**config.mk**
```make
export PLATFORM = sky130hd
export DESIGN_NAME = chroma_uv_interp
export DESIGN_NICKNAME = d
export VERILOG_FILES = /design/src/rtl/chroma_pkg.sv /design/src/rtl/chroma_lpf.sv /design/src/rtl/chroma_hist.sv /design/src/rtl/chroma_gain.sv /design/src/rtl/chroma_uv_interp.sv
export SDC_FILE = /design/constraint.sdc
export NUM_CORES = 1
export LEC_CHECK = 0
export BUFFER_PORTS_ARGS = -buffer_cell sky130_fd_sc_hd__buf_2
export CAP_MARGIN = 20
export CORE_MARGIN = 3
export CORE_UTILIZATION = 55
export DETAILED_ROUTE_END_ITERATION = 8
export GPL_TIMING_DRIVEN = 0
export PLACE_DENSITY_LB_ADDON = 0.25
export SYNTH_ARGS = -nofsm -noshare
export SYNTH_HDL_FRONTEND = slang
export SYNTH_HIERARCHICAL = 1
export SYNTH_SLANG_ARGS = --single-unit
```
**constraint.sdc**
```tcl
create_clock -name clk -period 26.6 [get_ports clk]
set_clock_uncertainty 0.2 [all_clocks]
set_input_delay 3.99 -clock clk [delete_from_list [all_inputs] [get_ports clk]]
set_output_delay 3.99 -clock clk [all_outputs]
set_load 0.05 [all_outputs]
```
**src/rtl/chroma_pkg.sv**
```systemverilog
package chroma_pkg;
    typedef enum logic [2:0] {
        ST_IDLE,
        ST_PH0,
        ST_PH1,
        ST_PH2,
        ST_PH3
    } phase_e;

    localparam int NUM_COMP = 2;
endpackage

```
**src/rtl/chroma_lpf.sv**
```systemverilog
module chroma_lpf #(
    parameter int W = 10
) (
    input  logic                clk,
    input  logic                rst_n,
    input  logic                load,
    input  logic                comp,
    input  logic signed [W-1:0] x,
    output logic signed [W-1:0] y
);
    import chroma_pkg::*;
    localparam int SW = W + 2;

    logic signed [W-1:0] h1 [NUM_COMP];
    logic signed [W-1:0] h2 [NUM_COMP];
    logic signed [SW-1:0] acc;

    for (genvar c = 0; c < NUM_COMP; c++) begin : g_comp
        always_ff @(posedge clk) begin
            if (!rst_n) begin
                h1[c] <= '0;
                h2[c] <= '0;
            end else if (load && comp == 1'(c)) begin
                h2[c] <= h1[c];
                h1[c] <= x;
            end
        end

        // a sample of the other component leaves this history untouched
        assert_no_mix_R9: assert property (@(posedge clk) disable iff (!rst_n)
            (load && comp != 1'(c)) |=> ($stable(h1[c]) && $stable(h2[c])));
    end

    always_comb begin
        acc = SW'(x) + (SW'(h1[comp]) <<< 1) + SW'(h2[comp]);
        y   = acc[SW-1:2];
    end
endmodule

```
**src/rtl/chroma_hist.sv**
```systemverilog
module chroma_hist #(
    parameter int W = 10
) (
    input  logic                clk,
    input  logic                rst_n,
    input  logic                load,
    input  logic                comp,
    input  logic signed [W-1:0] d,
    output logic signed [W-1:0] q
);
    import chroma_pkg::*;

    logic signed [W-1:0] mem [NUM_COMP];

    for (genvar c = 0; c < NUM_COMP; c++) begin : g_comp
        always_ff @(posedge clk) begin
            if (!rst_n)
                mem[c] <= '0;
            else if (load && comp == 1'(c))
                mem[c] <= d;
        end
    end

    assign q = mem[comp];
endmodule

```
**src/rtl/chroma_gain.sv**
```systemverilog
module chroma_gain #(
    parameter int W  = 10,
    parameter int GW = 8,
    parameter int GF = 7
) (
    input  logic signed [W-1:0] x,
    input  logic        [GW-1:0] gain,
    output logic signed [W-1:0] y
);
    localparam int PW = W + GW + 1;
    localparam logic signed [PW-1:0] MAXV = PW'((1 <<< (W - 1)) - 1);
    localparam logic signed [PW-1:0] MINV = -MAXV - PW'(1);
    localparam logic [GW-1:0] UNITY = GW'(1 <<< GF);

    logic signed [PW-1:0] prod;
    logic signed [PW-1:0] scaled;

    always_comb begin
        prod   = PW'(x) * $signed(PW'({1'b0, gain}));
        scaled = prod >>> GF;
        if (scaled > MAXV)
            y = MAXV[W-1:0];
        else if (scaled < MINV)
            y = MINV[W-1:0];
        else
            y = scaled[W-1:0];
    end

    // a unity gain passes the sample through unchanged
    always_comb begin
        if (gain == UNITY)
            assert_unity_gain_R4: assert (y == x);
    end
endmodule

```
**src/rtl/chroma_uv_interp.sv**
```systemverilog
module chroma_uv_interp #(
    parameter int DATA_W = 10,
    parameter int GAIN_W = 8,
    parameter int GAIN_F = 7
) (
    input  logic                     clk,
    input  logic                     rst_n,
    input  logic                     in_valid,
    input  logic                     in_is_v,
    input  logic signed [DATA_W-1:0] in_data,
    input  logic        [GAIN_W-1:0] gain_u,
    input  logic        [GAIN_W-1:0] gain_v,
    output logic                     out_valid,
    output logic                     out_is_v,
    output logic signed [DATA_W-1:0] out_data
);
    import chroma_pkg::*;
    localparam int MW = DATA_W + 1;

    phase_e state, state_nx;
    logic accept;
    logic signed [DATA_W-1:0] f_cur, f_prev, mid1, h_a, h_b, h_prev;
    logic signed [DATA_W-1:0] mid_a, mid_b;
    logic signed [MW-1:0] sum1, sum_a, sum_b;
    logic [GAIN_W-1:0] gain_sel;
    logic signed [DATA_W-1:0] r_s0, r_s1, r_s2, r_s3;
    logic r_tag;

    assign accept   = in_valid && (state == ST_IDLE || state == ST_PH3);
    assign gain_sel = in_is_v ? gain_v : gain_u;

    chroma_lpf #(.W(DATA_W)) u_lpf (
        .clk(clk), .rst_n(rst_n), .load(accept), .comp(in_is_v),
        .x(in_data), .y(f_cur)
    );

    chroma_hist #(.W(DATA_W)) u_fhist (
        .clk(clk), .rst_n(rst_n), .load(accept), .comp(in_is_v),
        .d(f_cur), .q(f_prev)
    );

    chroma_hist #(.W(DATA_W)) u_hhist (
        .clk(clk), .rst_n(rst_n), .load(accept), .comp(in_is_v),
        .d(h_b), .q(h_prev)
    );

    always_comb begin
        sum1 = MW'(f_prev) + MW'(f_cur);
        mid1 = sum1[MW-1:1];
    end

    chroma_gain #(.W(DATA_W), .GW(GAIN_W), .GF(GAIN_F)) u_gain_mid (
        .x(mid1), .gain(gain_sel), .y(h_a)
    );

    chroma_gain #(.W(DATA_W), .GW(GAIN_W), .GF(GAIN_F)) u_gain_cur (
        .x(f_cur), .gain(gain_sel), .y(h_b)
    );

    always_comb begin
        sum_a = MW'(h_prev) + MW'(h_a);
        sum_b = MW'(h_a) + MW'(h_b);
        mid_a = sum_a[MW-1:1];
        mid_b = sum_b[MW-1:1];
    end

    always_comb begin
        state_nx = state;
        unique case (state)
            ST_IDLE: if (accept) state_nx = ST_PH0;
            ST_PH0:  state_nx = ST_PH1;
            ST_PH1:  state_nx = ST_PH2;
            ST_PH2:  state_nx = ST_PH3;
            ST_PH3:  state_nx = accept ? ST_PH0 : ST_IDLE;
            default: state_nx = ST_IDLE;
        endcase
    end

    always_ff @(posedge clk) begin
        if (!rst_n)
            state <= ST_IDLE;
        else
            state <= state_nx;
    end

    always_ff @(posedge clk) begin
        if (!rst_n) begin
            r_s0  <= '0;
            r_s1  <= '0;
            r_s2  <= '0;
            r_s3  <= '0;
            r_tag <= 1'b0;
        end else if (accept) begin
            r_s0  <= mid_a;
            r_s1  <= h_a;
            r_s2  <= mid_b;
            r_s3  <= h_b;
            r_tag <= in_is_v;
        end
    end

    always_comb begin
        out_valid = 1'b0;
        out_data  = '0;
        unique case (state)
            ST_IDLE: ;
            ST_PH0:  begin out_valid = 1'b1; out_data = r_s0; end
            ST_PH1:  begin out_valid = 1'b1; out_data = r_s1; end
            ST_PH2:  begin out_valid = 1'b1; out_data = r_s2; end
            ST_PH3:  begin out_valid = 1'b1; out_data = r_s3; end
            default: ;
        endcase
        out_is_v = r_tag;
    end

    assert_busy_ignore_R8: assert property (@(posedge clk) disable iff (!rst_n)
        (state inside {ST_PH0, ST_PH1, ST_PH2}) |=> ($stable(out_is_v) && $stable(r_s3)));

    assert_burst_len_R6: assert property (@(posedge clk) disable iff (!rst_n)
        (state inside {ST_PH0, ST_PH1, ST_PH2}) |=> out_valid);

    assert_tag_follow_R7: assert property (@(posedge clk) disable iff (!rst_n)
        (state == ST_IDLE && in_valid) |=> (out_valid && out_is_v == $past(in_is_v)));
endmodule

```
==> run metrics <==
sequential-to-total area share from yosys stat=23.19%; Final Setup Violations=0; final hold slack=approximately 0.25 ns; synth unique cells=just over 90; CP Capture Type=flip-flop; Crit-path slowest cell=nor2_1; routed vias=between 10000 and 15000; clk_lat worst skew=0.42 ns; count leader, synth=inv_1; Synth Flop Type=edfxtp_1; Detailed Route WL=between 30 and 40 mm; post-route setup TNS=0 ns; worst slew pin tran=1.001 ns; number of DRC markers in iteration 0=slightly below 800; I/O pin count=42; CP Max Fanout=12; CTS tree=yes; worst r2r path cells=36; H-tree levels=4; syn_area_per_cell=between 9 and 10 um^2; RSZ-0062 raised after global routing=no; drt pass-1 iters=7; share of layout cells above drive strength 1=a little over an eighth; Rows=between 50 and 60; post-synth top area cell=fa_1; Area growth syn-to-layout=9.137%; worst r2r src=u_lpf/h2[1][3]; Synthesized Nets=about 1800; synthesized area=around 0.014 mm^2; number of global-route vias before repair=~11000; outcome=complete, but fails checks; antenna-violating nets left=0; antenna violations before repair=0; Fmax=0.06341 GHz; Tcrit/Tclk final=59.28%; hold_sp=out_is_v; Final nets=between 1500 and 2000; Crit path largest cell delay=0.79 ns; CTS resizes=0; arrival time at the worst endpoint=15.87 ns; Hold Crit Endpoint=out_is_v; # hold bufs at CTS=0; All-Layer GR Usage=24.30%; Yosys Warn Count=6; placer's final routability congestion estimate=about 0.88; cell count after synthesis=approximately 1500; CP dominant cell by count=fa_1; Pins Over Slew Limit=0; Post-synth EDFFs=80; synth top area cells=fa_1 20%, edfxtp_1 17%, ha_1 9.2%, dfxtp_1 6.2%, inv_1 6.2%; flop2flop setup slack=between 15 and 20 ns; Cells on Worst Hold Path=2; # DRC=2; Crit Reg-Reg Endpoint=r_s0[9]; Synth top area share=between 20% and 30%; clock sink total=about 120; global-route wire length before repair=between 50 and 60 mm; flops & latches, synth=around 120; core area=approximately 0.025 mm^2; Starting Density=about 56%; Die X=roughly 170 um; DIE HEIGHT=between 150 and 200 um; failing checks=design-rule violations; Max Buffers Root-to-Sink=2; largest net degree at the start of global routing=21; fin crit period=roughly 16 ns; CTS root buf=clkbuf_16; ANT cells=0; DR vias/cell=roughly 5.6; critical path required time=26.70 ns; post-DR wirelength/cell=roughly 17 um; Post-DP HPWL=around 25 mm; DIE AREA=0.02771 mm^2; max_slew headroom=about 33%; clock-pin slew on the worst setup and hold paths=around 0.06 ns; Max Cap Violations=0; kind of critical path=input pin to flip-flop; worst hold path type=flip-flop to flip-flop; port bufs=between 40 and 50; CTS buffer count=17; Post-CTS Setup Bufs=0; pre-CTS setup slack=a little over 10 ns; Synth async-reset ratio=0%; Final WS setup=roughly 11 ns; GRT overflow=0; endpoints failing hold=0; Commonest cells post-synth=233 x inv_1, 206 x nand2_1, 144 x fa_1, 126 x and2_1, 104 x ha_1; crit start category=input pin
[cell families (layout without fill, tap and decap cells)]
family / after synthesis / after routing / share of synthesized area, %
AOI/OAI and AO/OA: 233 / 233 / 11.80
xor gates and xnor gates: 50 / 50 / 3.305
adders and majority gates: 248 / 248 / 29.55
buffers and inverters: 288 / 370 / 8.474
DFF: 124 / 124 / 23.19
muxes: 62 / 62 / 5.258
and+or+nand+nor: 519 / 519 / 18.43
[metrics by stage]
stage,utilization (%),instances,cell area [um^2]
after floorplan,-,1524,14160
after global placement,58.52,1895,14780
after detailed placement,58.77,1902,14840
after CTS,61.13,1934,15440
after global routing,61.19,1936,15450
final,61.19,1936,15450
[sequential cells by signal, indices dropped and copies added, names as in the netlist]
name,cells
u_fhist/mem,20
u_hhist/mem,20
u_lpf/h1,20
u_lpf/h2,20
r_s0,10
r_s1,10
r_s2,10
r_s3,10
state,3
out_is_v,1
[layout make-up]
type,count,area (um^2)
multi-input cells,1112,9681
well taps,330,412.9
plain buffers,54,321.6
clock inverters,15,171.4
repair buffers,50,280.3
clock buffers,17,425.4
inverters,234,878.3
fillers,2170,9801
flip-flops and latches,124,3283
[per-layer routing]
metal / up-vias / GRT usage, % / wire [um]
li1: 5172 / - / -
met1: 5305 / 31.56 / 14160
met2: 292 / 41.96 / 16280
met3: 63 / 4.225 / 1902
met4: 0 / 7.245 / 762
met5: - / 0 / 0
[layout by cell type, fill, tap and decap left out, types with 24 or more instances in the layout]
master / Yosys / layout
inv_1: 233 / 233
nand2_1: 206 / 206
fa_1: 144 / 144
and2_1: 126 / 126
ha_1: 104 / 104
edfxtp_1: 80 / 80
a21oi_1: 71 / 71
nor2_1: 66 / 66
buf_2: 14 / 55
dfxtp_1: 44 / 44
mux2_2: 39 / 39
nand3_1: 36 / 36
o21ai_0: 32 / 30
xnor2_1: 28 / 28
clkbuf_1: 24 / 24
[how the worst max path moves through the flow]
stage	start	to	slack (ns)
CTS	in_is_v	r_s0[9]	10.75
finish	in_is_v	r_s0[9]	10.83
detailed placement	in_is_v	r_s0[9]	10.34
global route	in_is_v	r_s0[9]	9.95
floorplan	in_is_v	r_s2[5]	12.82
global placement	in_is_v	r_s0[9]	10.33
[worst max-delay path: cells and delay by family]
| family | cells | cell delay [ns] |
|---|---|---|
| compound gates | 14 | 3.75 |
| xor+xnor | 1 | 0.20 |
| fa+ha+maj | 9 | 4.32 |
| buf+inv | 7 | 1.35 |
| mux | 1 | 0.42 |
| simple gates | 7 | 1.81 |
Power is left out: the tool's default activity adds up to more than one toggle a clock period on the data nets, which glitch-free logic cannot reach.
